===== config.mk =====
export PLATFORM = sky130hd
export DESIGN_NAME = fp_vote_fsm
export DESIGN_NICKNAME = d
export VERILOG_FILES = /design/src/rtl/fpchk_pkg.sv /design/src/rtl/fp_vote_fsm.sv
export SDC_FILE = /design/constraint.sdc
export NUM_CORES = 1
export LEC_CHECK = 0
export BUFFER_PORTS_ARGS = -buffer_cell sky130_fd_sc_hd__buf_2
export CAP_MARGIN = 20
export CORE_AREA = 2 2 111 113
export DETAILED_ROUTE_END_ITERATION = 10
export DIE_AREA = 0 0 113 115
export GPL_TIMING_DRIVEN = 0
export MAX_ROUTING_LAYER = met4
export PLACE_DENSITY_LB_ADDON = 0.2
export RECOVER_POWER = 50
export SETUP_SLACK_MARGIN = 0.15
export SYNTH_ARGS = -nofsm -noshare
export SYNTH_HDL_FRONTEND = slang
export SYNTH_SLANG_ARGS = --single-unit

===== constraint.sdc =====
create_clock -name clk -period 4.7 [get_ports clk]
set_input_delay 0 -clock clk [delete_from_list [all_inputs] [get_ports clk]]
set_output_delay 0 -clock clk [all_outputs]
set_load 0.02 [all_outputs]

===== src/rtl/fpchk_pkg.sv =====
package fpchk_pkg;
    localparam int FP_W   = 16;
    localparam int WORD_W = 32;
    localparam int TID_W  = 4;
    localparam int CORE_W = 2;
    localparam logic [FP_W-1:0] CRC_POLY = 16'h1021;
    localparam logic [FP_W-1:0] CRC_SEED = 16'hFFFF;

    typedef enum logic [2:0] {
        SL_FREE, SL_WAIT0, SL_WAIT1, SL_PAIR, SL_RETRY, SL_TRIO
    } slot_phase_e;

    typedef struct packed {
        logic [FP_W-1:0]   fp;
        logic              par;
        logic [CORE_W-1:0] core;
    } copy_t;

    typedef struct packed {
        slot_phase_e      phase;
        logic [TID_W-1:0] tid;
        copy_t            a;
        copy_t            b;
        copy_t            c;
    } slot_t;

    typedef enum logic [1:0] {UPD_NONE, UPD_FREE, UPD_RETRY} upd_e;

    function automatic logic [FP_W-1:0] crc_fold(input logic [FP_W-1:0] cur,
                                                 input logic [WORD_W-1:0] w);
        logic [FP_W-1:0] r;
        logic fb;
        r = cur;
        for (int i = WORD_W-1; i >= 0; i--) begin
            fb = r[FP_W-1] ^ w[i];
            r  = {r[FP_W-2:0], 1'b0};
            if (fb) r = r ^ CRC_POLY;
        end
        return r;
    endfunction
endpackage


===== src/rtl/fp_vote_fsm.sv =====
module fp_vote_fsm
    import fpchk_pkg::*;
#(
    parameter int ENTRIES = 4,
    localparam int IDX_W = (ENTRIES > 1) ? $clog2(ENTRIES) : 1
)(
    input  logic               clk,
    input  logic               rst_n,
    input  slot_t              slots [ENTRIES],
    input  logic [ENTRIES-1:0] pend,
    output upd_e               upd_kind,
    output logic [IDX_W-1:0]   upd_idx,
    output logic               release_valid,
    output logic [TID_W-1:0]   release_tid,
    output logic               retry_valid,
    output logic [TID_W-1:0]   retry_tid,
    output logic               fault_valid,
    output logic [CORE_W-1:0]  fault_core,
    output logic               fatal_valid,
    output logic [TID_W-1:0]   fatal_tid
);
    typedef enum logic {J_IDLE, J_JUDGE} jstate_e;
    typedef enum logic [2:0] {V_RELEASE, V_RETRY, V_FIX_A, V_FIX_B, V_FATAL} verdict_e;

    jstate_e          state_q, state_d;
    logic [IDX_W-1:0] sel_q, pick_idx;
    logic             any_pend;
    slot_t            cur;
    logic             ok_a, ok_b, ok_c, eq_ab, ma, mb;
    verdict_e         verdict;

    always_comb begin
        any_pend = 1'b0;
        pick_idx = '0;
        for (int i = ENTRIES-1; i >= 0; i--) begin
            if (pend[i]) begin
                any_pend = 1'b1;
                pick_idx = IDX_W'(i);
            end
        end
        cur   = slots[sel_q];
        ok_a  = ~(^{cur.a.fp, cur.a.par});
        ok_b  = ~(^{cur.b.fp, cur.b.par});
        ok_c  = ~(^{cur.c.fp, cur.c.par});
        eq_ab = ok_a && ok_b && (cur.a.fp == cur.b.fp);
        ma    = ok_a && ok_c && (cur.a.fp == cur.c.fp);
        mb    = ok_b && ok_c && (cur.b.fp == cur.c.fp);
        if (cur.phase == SL_TRIO) begin
            if (ma && mb)  verdict = V_RELEASE;
            else if (ma)   verdict = V_FIX_B;
            else if (mb)   verdict = V_FIX_A;
            else           verdict = V_FATAL;
        end else begin
            verdict = eq_ab ? V_RELEASE : V_RETRY;
        end
    end

    always_comb begin
        state_d  = state_q;
        upd_kind = UPD_NONE;
        upd_idx  = sel_q;
        unique case (state_q)
            J_IDLE:  if (any_pend) state_d = J_JUDGE;
            J_JUDGE: begin
                state_d  = J_IDLE;
                upd_kind = (verdict == V_RETRY) ? UPD_RETRY : UPD_FREE;
            end
        endcase
    end

    always_ff @(posedge clk) begin
        if (!rst_n) begin
            state_q <= J_IDLE;
            sel_q   <= '0;
        end else begin
            state_q <= state_d;
            if (state_q == J_IDLE && any_pend) sel_q <= pick_idx;
        end
    end

    always_ff @(posedge clk) begin
        if (!rst_n) begin
            release_valid <= 1'b0;
            retry_valid   <= 1'b0;
            fault_valid   <= 1'b0;
            fatal_valid   <= 1'b0;
            release_tid   <= '0;
            retry_tid     <= '0;
            fatal_tid     <= '0;
            fault_core    <= '0;
        end else begin
            release_valid <= 1'b0;
            retry_valid   <= 1'b0;
            fault_valid   <= 1'b0;
            fatal_valid   <= 1'b0;
            if (state_q == J_JUDGE) begin
                release_tid <= cur.tid;
                retry_tid   <= cur.tid;
                fatal_tid   <= cur.tid;
                unique case (verdict)
                    V_RELEASE: release_valid <= 1'b1;
                    V_RETRY:   retry_valid   <= 1'b1;
                    V_FIX_A: begin
                        release_valid <= 1'b1;
                        fault_valid   <= 1'b1;
                        fault_core    <= cur.a.core;
                    end
                    V_FIX_B: begin
                        release_valid <= 1'b1;
                        fault_valid   <= 1'b1;
                        fault_core    <= cur.b.core;
                    end
                    V_FATAL:   fatal_valid   <= 1'b1;
                endcase
            end
        end
    end

    // judging lasts one cycle and results are single pulses
    assert_judge_one_cycle_R9: assert property (@(posedge clk) disable iff (!rst_n)
        (state_q == J_JUDGE) |=> (state_q == J_IDLE));
    assert_release_pulse_R9: assert property (@(posedge clk) disable iff (!rst_n)
        release_valid |=> !release_valid);
    // only a slot holding a complete set is ever judged
    assert_judge_on_pending_R5: assert property (@(posedge clk) disable iff (!rst_n)
        (state_q == J_JUDGE) |-> pend[sel_q]);
    // a retry request never releases
    assert_retry_no_release_R6: assert property (@(posedge clk) disable iff (!rst_n)
        retry_valid |-> !release_valid);
    // a located fault always comes with a release
    assert_fault_release_R7: assert property (@(posedge clk) disable iff (!rst_n)
        fault_valid |-> release_valid);
    // a failed vote neither releases nor names a core
    assert_fatal_alone_R8: assert property (@(posedge clk) disable iff (!rst_n)
        fatal_valid |-> (!release_valid && !fault_valid));
endmodule


==> results of run 1 <==
registers in the layout (all words and copies together) (netlist names):
register,cells
fatal_valid,1
upd_idx,2
fault_valid,1
fatal_tid,4
state_q,1
release_valid,1
retry_valid,1
fault_core,2
cells by family (layout without fill, tap and decap cells):
logic type / after synthesis / after routing / synth area share [%]
compound gates: 13 / 13 / 3.11
xor+xnor: 94 / 94 / 27.0
fa+ha+maj: 2 / 2 / 0.786
buf+inv: 26 / 304 / 6.96
flops: 13 / 13 / 8.18
mux: 63 / 63 / 44.4
simple gates: 49 / 49 / 9.59
per-stage QoR:
| stage | power (uW) | setup WS (ns) | std cells | utilization [%] | hold slack (ns) |
|---|---|---|---|---|---|
| 6_report | 1080 | 0.523 | 685 | 40.7 | 0.0439 |
| 5_1_grt | 1160 | 0.194 | 685 | 40.7 | 0.115 |
| 4_1_cts | 1090 | 0.383 | 685 | 40.8 | 0.0435 |
| 3_5_place_dp | 927 | 0.499 | 681 | 40.1 | 0.291 |
| 3_3_place_gp | 920 | 0.542 | 681 | 40.1 | 0.287 |
| 2_1_floorplan | 700 | 1.11 | 260 | - | 0.160 |
synthesized netlist by cell type, types with 2 or more instances:
cell	number
nor4_1	5
o21ai_0	3
nor2b_1	4
a21oi_1	2
xor2_1	23
dfxtp_1	13
nand4b_1	2
buf_6	4
nor2_1	6
nor3_1	3
nand3_1	4
buf_2	5
mux2i_1	4
mux4_2	47
xnor2_1	68
nand2_1	5
ha_1	2
xnor3_1	2
nand4_1	9
buf_12	3
mux4_1	12
buf_4	10
and3_1	2
o221a_2	2
inv_1	2
layout make-up:
type / count / area, sq um
clock buffer: 4 / 78.8
sequential: 13 / 260
buffer: 24 / 214
multi-input combinational: 221 / 2710
inverter: 2 / 7.51
fill: 1193 / 7000
tap: 147 / 184
timing repair buffer: 274 / 1350
layer usage:
layer	global-route usage [%]	vias up	routed length [um]
met5	-	-	0
met4	3.25	0	107
met3	2.21	6	673
met2	34.8	125	6470
met1	22.8	1591	5190
li1	-	1592	-
critical path: stages, from the launching register on:
cell	delay (ns)
dfxtp_1	0.33
buf_2	0.26
buf_4	0.24
buf_2	0.27
buf_6	0.20
buf_2	0.27
mux4_1	0.44
xnor2_1	0.24
nand4_1	0.16
nor4_2	0.26
and3_1	0.20
ha_1	0.18
and2b_1	0.22
a31oi_2	0.29
and3_1	0.20
buf_2	0.16
how the worst max path moves through the flow:
stage,to,slack [ns]
2_1_floorplan,upd_kind[0],1.11
3_3_place_gp,fault_core[1],0.54
3_5_place_dp,fault_core[1],0.50
4_1_cts,upd_kind[1],0.38
5_1_grt,upd_kind[0],0.19
6_report,upd_kind[1],0.52
power groups by stage:
stage	Clock, uW	Sequential [uW]	Combinational, uW
after floorplan	0	128	571
after global placement	0	124	797
after detailed placement	0	124	803
after CTS	164	122	807
after global routing	169	123	866
final	160	122	793
repair_timing:
| item | in CTS | in global routing |
|---|---|---|
| setup buffers | 0 | 0 |
| setup endpoints to repair | 0 | 3 |
| hold buffers | 0 | 0 |
| gates resized for setup | 0 | 2 |
==> impl_metrics.toml, run 1 <==
[status]
status = "finished, violations left"
violations = "design-rule violations"

[cts]
cts_buffer_depth = 2
insertion_delay_ns = 0.24
clkTransAtPathRegs_ns = 0.04
cts_root_buf = "clkbuf_16"
cts_buffers = 3
cts_sinks = 13
cts_max_level = 1
cts_tree = "yes"

[routing]
avgRoutedWirePerCell_um = 18.2
drt_iter0_drc = 125
drc = 10
via_per_inst = 4.84
drt_pass1_iterations = 7
routed_wl_mm = 12.4
num_vias = 3314
ant_nets = 0

[setup_path]
critPathArrivalTime_ns = 4.18
required_ns = 4.70
crit_type = "reg2out"
startpoint = "upd_idx[1]"
critPathCaptureType = "output port"
r2r_slack_ns = 0.63
rr_worst_depth = 15
r2r-end = "fault_core[1]"
crit_fanout = 10
start_kind = "flip-flop"
r2r_start = "upd_idx[1]"

[sta]
fin_setup_tns_ns = 0
relSlewSlack_pct = 52.7
final_hold_viol_count = 0
fin_worst_skew_ns = 0.00181
setup_viol = 0
max_freq_mhz = 239
fin_crit_ns = 4.18
slew_viol_final = 0
worst_slew_pin_slew_ns = 0.706
rsz0062_at_grt = "no"
fin_crit_sh_pct = 88.9

[finish]
antenna_cells = 0
nNetsFinal = 803
layout-drive-gt1-share_pct = 63.0
area_delta_synth_final_pct = 51.1
final_area_sq_um = 4810
final_cell_mix = "buf_2 (262), xnor2_1 (68), mux4_2 (47)"
final_common_cell = "buf_2"

[placed_design]
port_buffers = 274
dp_hpwl_mm = 11.3
dpl-instance-area_sq_um = 4740
routabilityCongestion = 0.908

[job]
maxCapViolations = 0

[floorplan]
core.rowCount = 40
die_x_um = 113
die_area_sq_um = 13000
initial_core_util_pct = 26.9
core_area_sq_um = 11800
die_h_um = 115
io_pins = 284

[synthesis]
ys_types = 43
syn_area_per_cell_sq_um = 12.2
synthTopCellsByArea = "mux4_2 (33%), xnor2_1 (19%), mux4_1 (9.9%)"
synth.top_cell.area_share_pct = 33.3
yosysTopAreaCell = "mux4_2"
ys_ff_latch = 13
ys_seq_area_share_pct = 8.18
synth_edf_count = 0
netlist_area_sq_um = 3180
async_flop_share_pct = 0
synth_flop_cell = "dfxtp_1"
yosysWarnings = 0
syn-num-nets = 524
syn_inst = 260

[power_and_ir_drop]
swShare_pct = 39.3
net-switching-power_uw = 422
power_leakage_uw = 0.00210
pwr-share-seq_pct = 11.3
clkPwrFrac_pct = 14.9
internal_power_uw = 653
power_frac_comb_pct = 73.8
ir_worst_vdd_v = 0.0000894
power.density_nw_per_um2 = 224

[global_route]
grt_max_degree = 11
antenna_found_initial = 0
grt-ovfl-total = 0
grt_usage_pct = 19.0
grt_pass1_vias = 3569
grt_pass1_wl_mm = 18.5

[min_path]
worstHoldStart = "pend[0]"
hold_path_end = "state_q"
min_path_type = "in2reg"
whs_path_depth = 3
(Power assumes the default switching activity.)
==> run 2, diff against run 1 <==
--- a/config.mk
+++ b/config.mk
@@ -12,7 +12,6 @@
 export DIE_AREA = 0 0 113 115
 export GPL_TIMING_DRIVEN = 0
 export MAX_ROUTING_LAYER = met4
-export PLACE_DENSITY_LB_ADDON = 0.2
 export RECOVER_POWER = 50
 export SETUP_SLACK_MARGIN = 0.15
 export SYNTH_ARGS = -nofsm -noshare
==> run 2 against run 1 <==
Net effect:
- the run still ends with design-rule violations left
- critical path type unchanged
- clock power hardly changed
- sequential share of layout area hardly changed
- flip-flop and latch count stayed put
- highest routed layer unchanged
==> impl_metrics.toml, run 2 (synthesis results as in run 1) <==
[status]
status = "finished, violations left"
violations = "design-rule violations"

[global_route]
antenna_found_initial = 0
grt_pass1_wl_mm = 19.5
grt_pass1_vias = 3635
grt_usage_pct = 20.1
grt-ovfl-total = 0
grt_max_degree = 11

[min_path]
min_path_type = "in2reg"

[floorplan]
die_x_um = 113
die_area_sq_um = 13000
io_pins = 284
initial_core_util_pct = 26.9
die_h_um = 115
core_area_sq_um = 11800
core.rowCount = 40

[finish]
final_common_cell = "buf_2"
largest_reg_flops = 4
n_fill_cell = 1157
utilization_pct = 40.7
nNetsFinal = 803
final_cell_mix = "buf_2 (262), xnor2_1 (68), mux4_2 (47)"
antenna_cells = 0
fin_cells = 685
layout-drive-gt1-share_pct = 62.8
regMostFlops = "fatal_tid"
final_area_sq_um = 4800
area_delta_synth_final_pct = 50.9

[cts]
cts_tree = "yes"
cts_max_level = 1
cts_sinks = 13
cts_root_buf = "clkbuf_16"
insertion_delay_ns = 0.24
cts_setup_buffers = 0
cts_buffer_depth = 2
clkTransAtPathRegs_ns = 0.04
cts_buffers = 3

[routing]
num_vias = 3446
via_per_inst = 5.03
drt_pass1_iterations = 7
drc = 6
avgRoutedWirePerCell_um = 19.3
ant_nets = 0
routed_wl_mm = 13.2
drt_iter0_drc = 146

[job]
maxCapViolations = 0

[sta]
fin_crit_sh_pct = 90.9
fin_crit_ns = 4.27
max_freq_mhz = 234
relSlewSlack_pct = 49.2
rsz0062_at_grt = "no"
slew_viol_final = 0
final_hold_viol_count = 0
fin_worst_skew_ns = 0.00136
fin_setup_tns_ns = 0
worst_slew_pin_slew_ns = 0.759
setup_viol = 0

[placed_design]
dp_hpwl_mm = 11.9
port_buffers = 274
dpl.cell_count = 681
routabilityCongestion = 0.941
dpl-instance-area_sq_um = 4740

[setup_path]
required_ns = 4.70
rr_worst_depth = 15
r2r_start = "upd_idx[1]"
r2r-end = "fault_core[1]"
start_kind = "flip-flop"
crit_type = "reg2out"
startpoint = "upd_idx[1]"
critPathArrivalTime_ns = 4.27
crit_fanout = 10
r2r_slack_ns = 0.54
critPathCaptureType = "output port"
worstSetupEndpoint = "upd_kind[0]"

[power_and_ir_drop]
ir_worst_vdd_v = 0.000122
power.density_nw_per_um2 = 228
power_leakage_uw = 0.00210
## run 2: cell counts in the layout (fill, tap and decap cells not counted)
No cell type changed its count.
## run 2: layer usage
layer | vias up | track usage (%) | part of all wire, %
met5 | - | - | 0
met4 | 0 | 2.76 | 1.1
met3 | 10 | 3.11 | 5.6
met2 | 149 | 35.2 | 52
met1 | 1703 | 25.2 | 42
li1 | 1584 | - | -
## run 2: worst min-delay path by stage
stage	start	to	slack, ns	depth (start not counted)
2_1_floorplan	pend[1]	state_q	0.16	2
5_1_grt	pend[0]	state_q	0.10	3
3_3_place_gp	pend[0]	state_q	0.32	3
6_report	pend[0]	state_q	0.07	3
4_1_cts	pend[0]	state_q	0.08	3
3_5_place_dp	pend[0]	state_q	0.33	3
## run 2: area by class of cell
cell class	instances	area [sq um]	area share [%]
Sequential cell	13	260	5.42
Multi-Input combinational cell	221	2710	56.4
Timing Repair Buffer	274	1350	28.1
Clock buffer	4	78.8	1.64
Inverter	2	7.51	0.156
Buffer	24	214	4.46
Tap cell	147	184	3.83
## run 2: critical path, stage by stage (launching register included)
cell	delay (ns)
dfxtp_1	0.32
buf_2	0.29
buf_4	0.29
buf_2	0.32
buf_6	0.18
buf_2	0.25
mux4_1	0.43
xnor2_1	0.27
nand4_1	0.12
nor4_1	0.36
nand3_1	0.17
ha_1	0.26
and2b_1	0.26
a31oi_2	0.09
a21boi_0	0.23
buf_2	0.20
## run 2: stage by stage
stage	total power [uW]	worst slack (ns)	hold slack, ns
after floorplan	700	1.11	0.160
after global placement	926	0.585	0.322
final	1090	0.427	0.0733
after CTS	1100	0.378	0.0804
after detailed placement	938	0.514	0.327
after global routing	1170	0.172	0.101
## run 2: timing repair
action | CTS | global route
setup endpoints to repair | 0 | 2
hold buffers | 0 | 0
resized for setup | 0 | 1
## run 2: report_power, final
group          internal (uW)  switching (uW)
clock                    114            47.3
sequential               116            5.11
combinational            422             388
total                    653             441
==> run 3, diff against run 2 <==
--- a/config.mk
+++ b/config.mk
@@ -12,7 +12,6 @@
 export DIE_AREA = 0 0 113 115
 export GPL_TIMING_DRIVEN = 0
 export MAX_ROUTING_LAYER = met4
-export RECOVER_POWER = 50
 export SETUP_SLACK_MARGIN = 0.15
 export SYNTH_ARGS = -nofsm -noshare
 export SYNTH_HDL_FRONTEND = slang
==> run 3 against run 2 <==
Net effect:
- the run still ends with design-rule violations left
- clock skew hardly changed
- fmax is essentially flat
- clock power is essentially flat
- first-iteration DRC count fell by 7.5%
- register-to-register slack about the same
- cell count did not move
- wire length barely moved
- sequential share of layout area hardly changed
- die area is the same
- via count barely moved
- sequential power about the same
==> impl_metrics.toml, run 3 (synthesis results as in run 1) <==
[power_and_ir_drop]
net-switching-power_uw = 439
clkPwrFrac_pct = 14.7
power_frac_comb_pct = 74.2
power.density_nw_per_um2 = 227
swShare_pct = 40.1
p_total_uw = 1090
ir_worst_vdd_v = 0.000122
pwr-share-seq_pct = 11.1
power_leakage_uw = 0.00217
internal_power_uw = 655

[routing]
drc = 6
drt_iter0_drc = 135
ant_nets = 0
drt_pass1_iterations = 7
avgRoutedWirePerCell_um = 19.3
num_vias = 3449
routed_wl_mm = 13.2
via_per_inst = 5.04

[global_route]
grt_pass1_vias = 3635
grt-ovfl-total = 0
antenna_found_initial = 0
grt_max_degree = 11
grt_usage_pct = 20.1
grt_pass1_wl_mm = 19.5

[sta]
fin_setup_tns_ns = 0
relSlewSlack_pct = 49.2
fin_crit_sh_pct = 90.9
max_freq_mhz = 234
worst_slew_pin_slew_ns = 0.759
setup_viol = 0
final_hold_viol_count = 0
fin_worst_skew_ns = 0.000876
fin_crit_ns = 4.27
slew_viol_final = 0
rsz0062_at_grt = "no"

[setup_path]
required_ns = 4.70
critPathCaptureType = "output port"
cp_cell_sequence = "buf_2 > buf_4 > buf_2 > buf_6 > buf_2 > mux4_1 > xnor2_1 > nand4_1 > nor4_1 > nand3_1 > ha_1 > and2b_1 > a31oi_2 > a21boi_0 > buf_2"
critPathArrivalTime_ns = 4.27
crit_fanout = 10
cp_slowest_cell = "mux4_1"
cpMostUsedCell = "buf_2"
start_kind = "flip-flop"
slowest_delay_ns = 0.43
crit_type = "reg2out"

[finish]
area_delta_synth_final_pct = 51.5
nNetsFinal = 803
antenna_cells = 0
regMostFlops = "fatal_tid"
n_fill_cell = 1155
layout-drive-gt1-share_pct = 66.0
fin_cells = 685
final_common_cell = "buf_2"
largest_reg_flops = 4
final_cell_mix = "buf_2 (279), xnor2_1 (68), mux4_2 (47)"
utilization_pct = 40.8

[cts]
cts_buffer_depth = 2
cts_max_level = 1
cts_sinks = 13
cts_hold_buf = 0
cts_root_buf = "clkbuf_16"
clkTransAtPathRegs_ns = 0.04
cts_buffers = 3
cts_tree = "yes"
insertion_delay_ns = 0.24

[min_path]
min_path_type = "in2reg"

[placed_design]
routabilityCongestion = 0.941
port_buffers = 274
dp_hpwl_mm = 11.9
dpl.cell_count = 681

[job]
maxCapViolations = 0

[floorplan]
core_area_sq_um = 11800
core.rowCount = 40
io_pins = 284
die_h_um = 115
initial_core_util_pct = 26.9
die_area_sq_um = 13000
die_x_um = 113

[status]
status = "finished, violations left"
violations = "design-rule violations"
## run 3: cell count changes in the layout (fill, tap and decap cells not counted), sizes merged
| cell | before | now |
|---|---|---|
| clkbuf | 22 | 5 |
| buf | 280 | 297 |
## run 3: final cells by class
cell class	count	area (sq um)	share of cell area, %
multi-input cells	221	2710	56.1
inverters	2	7.51	0.156
flip-flops and latches	13	260	5.40
clock buffers	4	78.8	1.63
well taps	147	184	3.81
plain buffers	24	214	4.44
repair buffers	274	1370	28.4
## run 3: metrics by stage
step	hold WS [ns]	cell area [sq um]	setup WS, ns
floorplan	0.160	3180	1.11
global placement	0.322	4740	0.585
detailed placement	0.327	4740	0.514
CTS	0.0804	4820	0.378
global route	0.101	4820	0.164
finish	0.0733	4820	0.427
## run 3: power groups by stage
stage,clock network (uW),logic [uW],registers (uW)
floorplan,0,571,128
global placement,0,803,123
detailed placement,0,815,123
CTS,164,817,121
global route,170,878,122
finish,161,812,121
## run 3: critical path, delay by kind of cell (launching register included)
family,cells,cell delay [ns]
adders and majority gates,1,0.26
DFF,1,0.32
xor gates and xnor gates,1,0.27
buffers and inverters,6,1.52
muxes,1,0.43
and+or+nand+nor,4,0.90
AOI/OAI and AO/OA,2,0.31
## run 3: repair_timing
| action | CTS | global route |
|---|---|---|
| endpoints found under the setup margin | 0 | 2 |
| buffers inserted | 0 | 0 |
| resized for setup | 0 | 1 |
## run 3: worst paths after layout
check                      from             to  slack (ns)  cells past startpoint
setup / recovery     upd_idx[1]    upd_kind[0]        0.43                     15
hold / removal          pend[0]        state_q        0.07                      3
setup reg to reg     upd_idx[1]  fault_core[1]        0.54                     15
hold reg to reg   fault_core[1]  fault_core[1]        0.48                      2
## run 3: metal layers
metal	share of wire [%]	routed length, um	global-route usage (%)	vias up
li1	-	-	-	1583
met4	1.1	144	2.76	0
met1	41	5420	25.2	1703
met3	6.1	809	3.11	10
met2	52	6820	35.2	153
met5	0	0	-	-
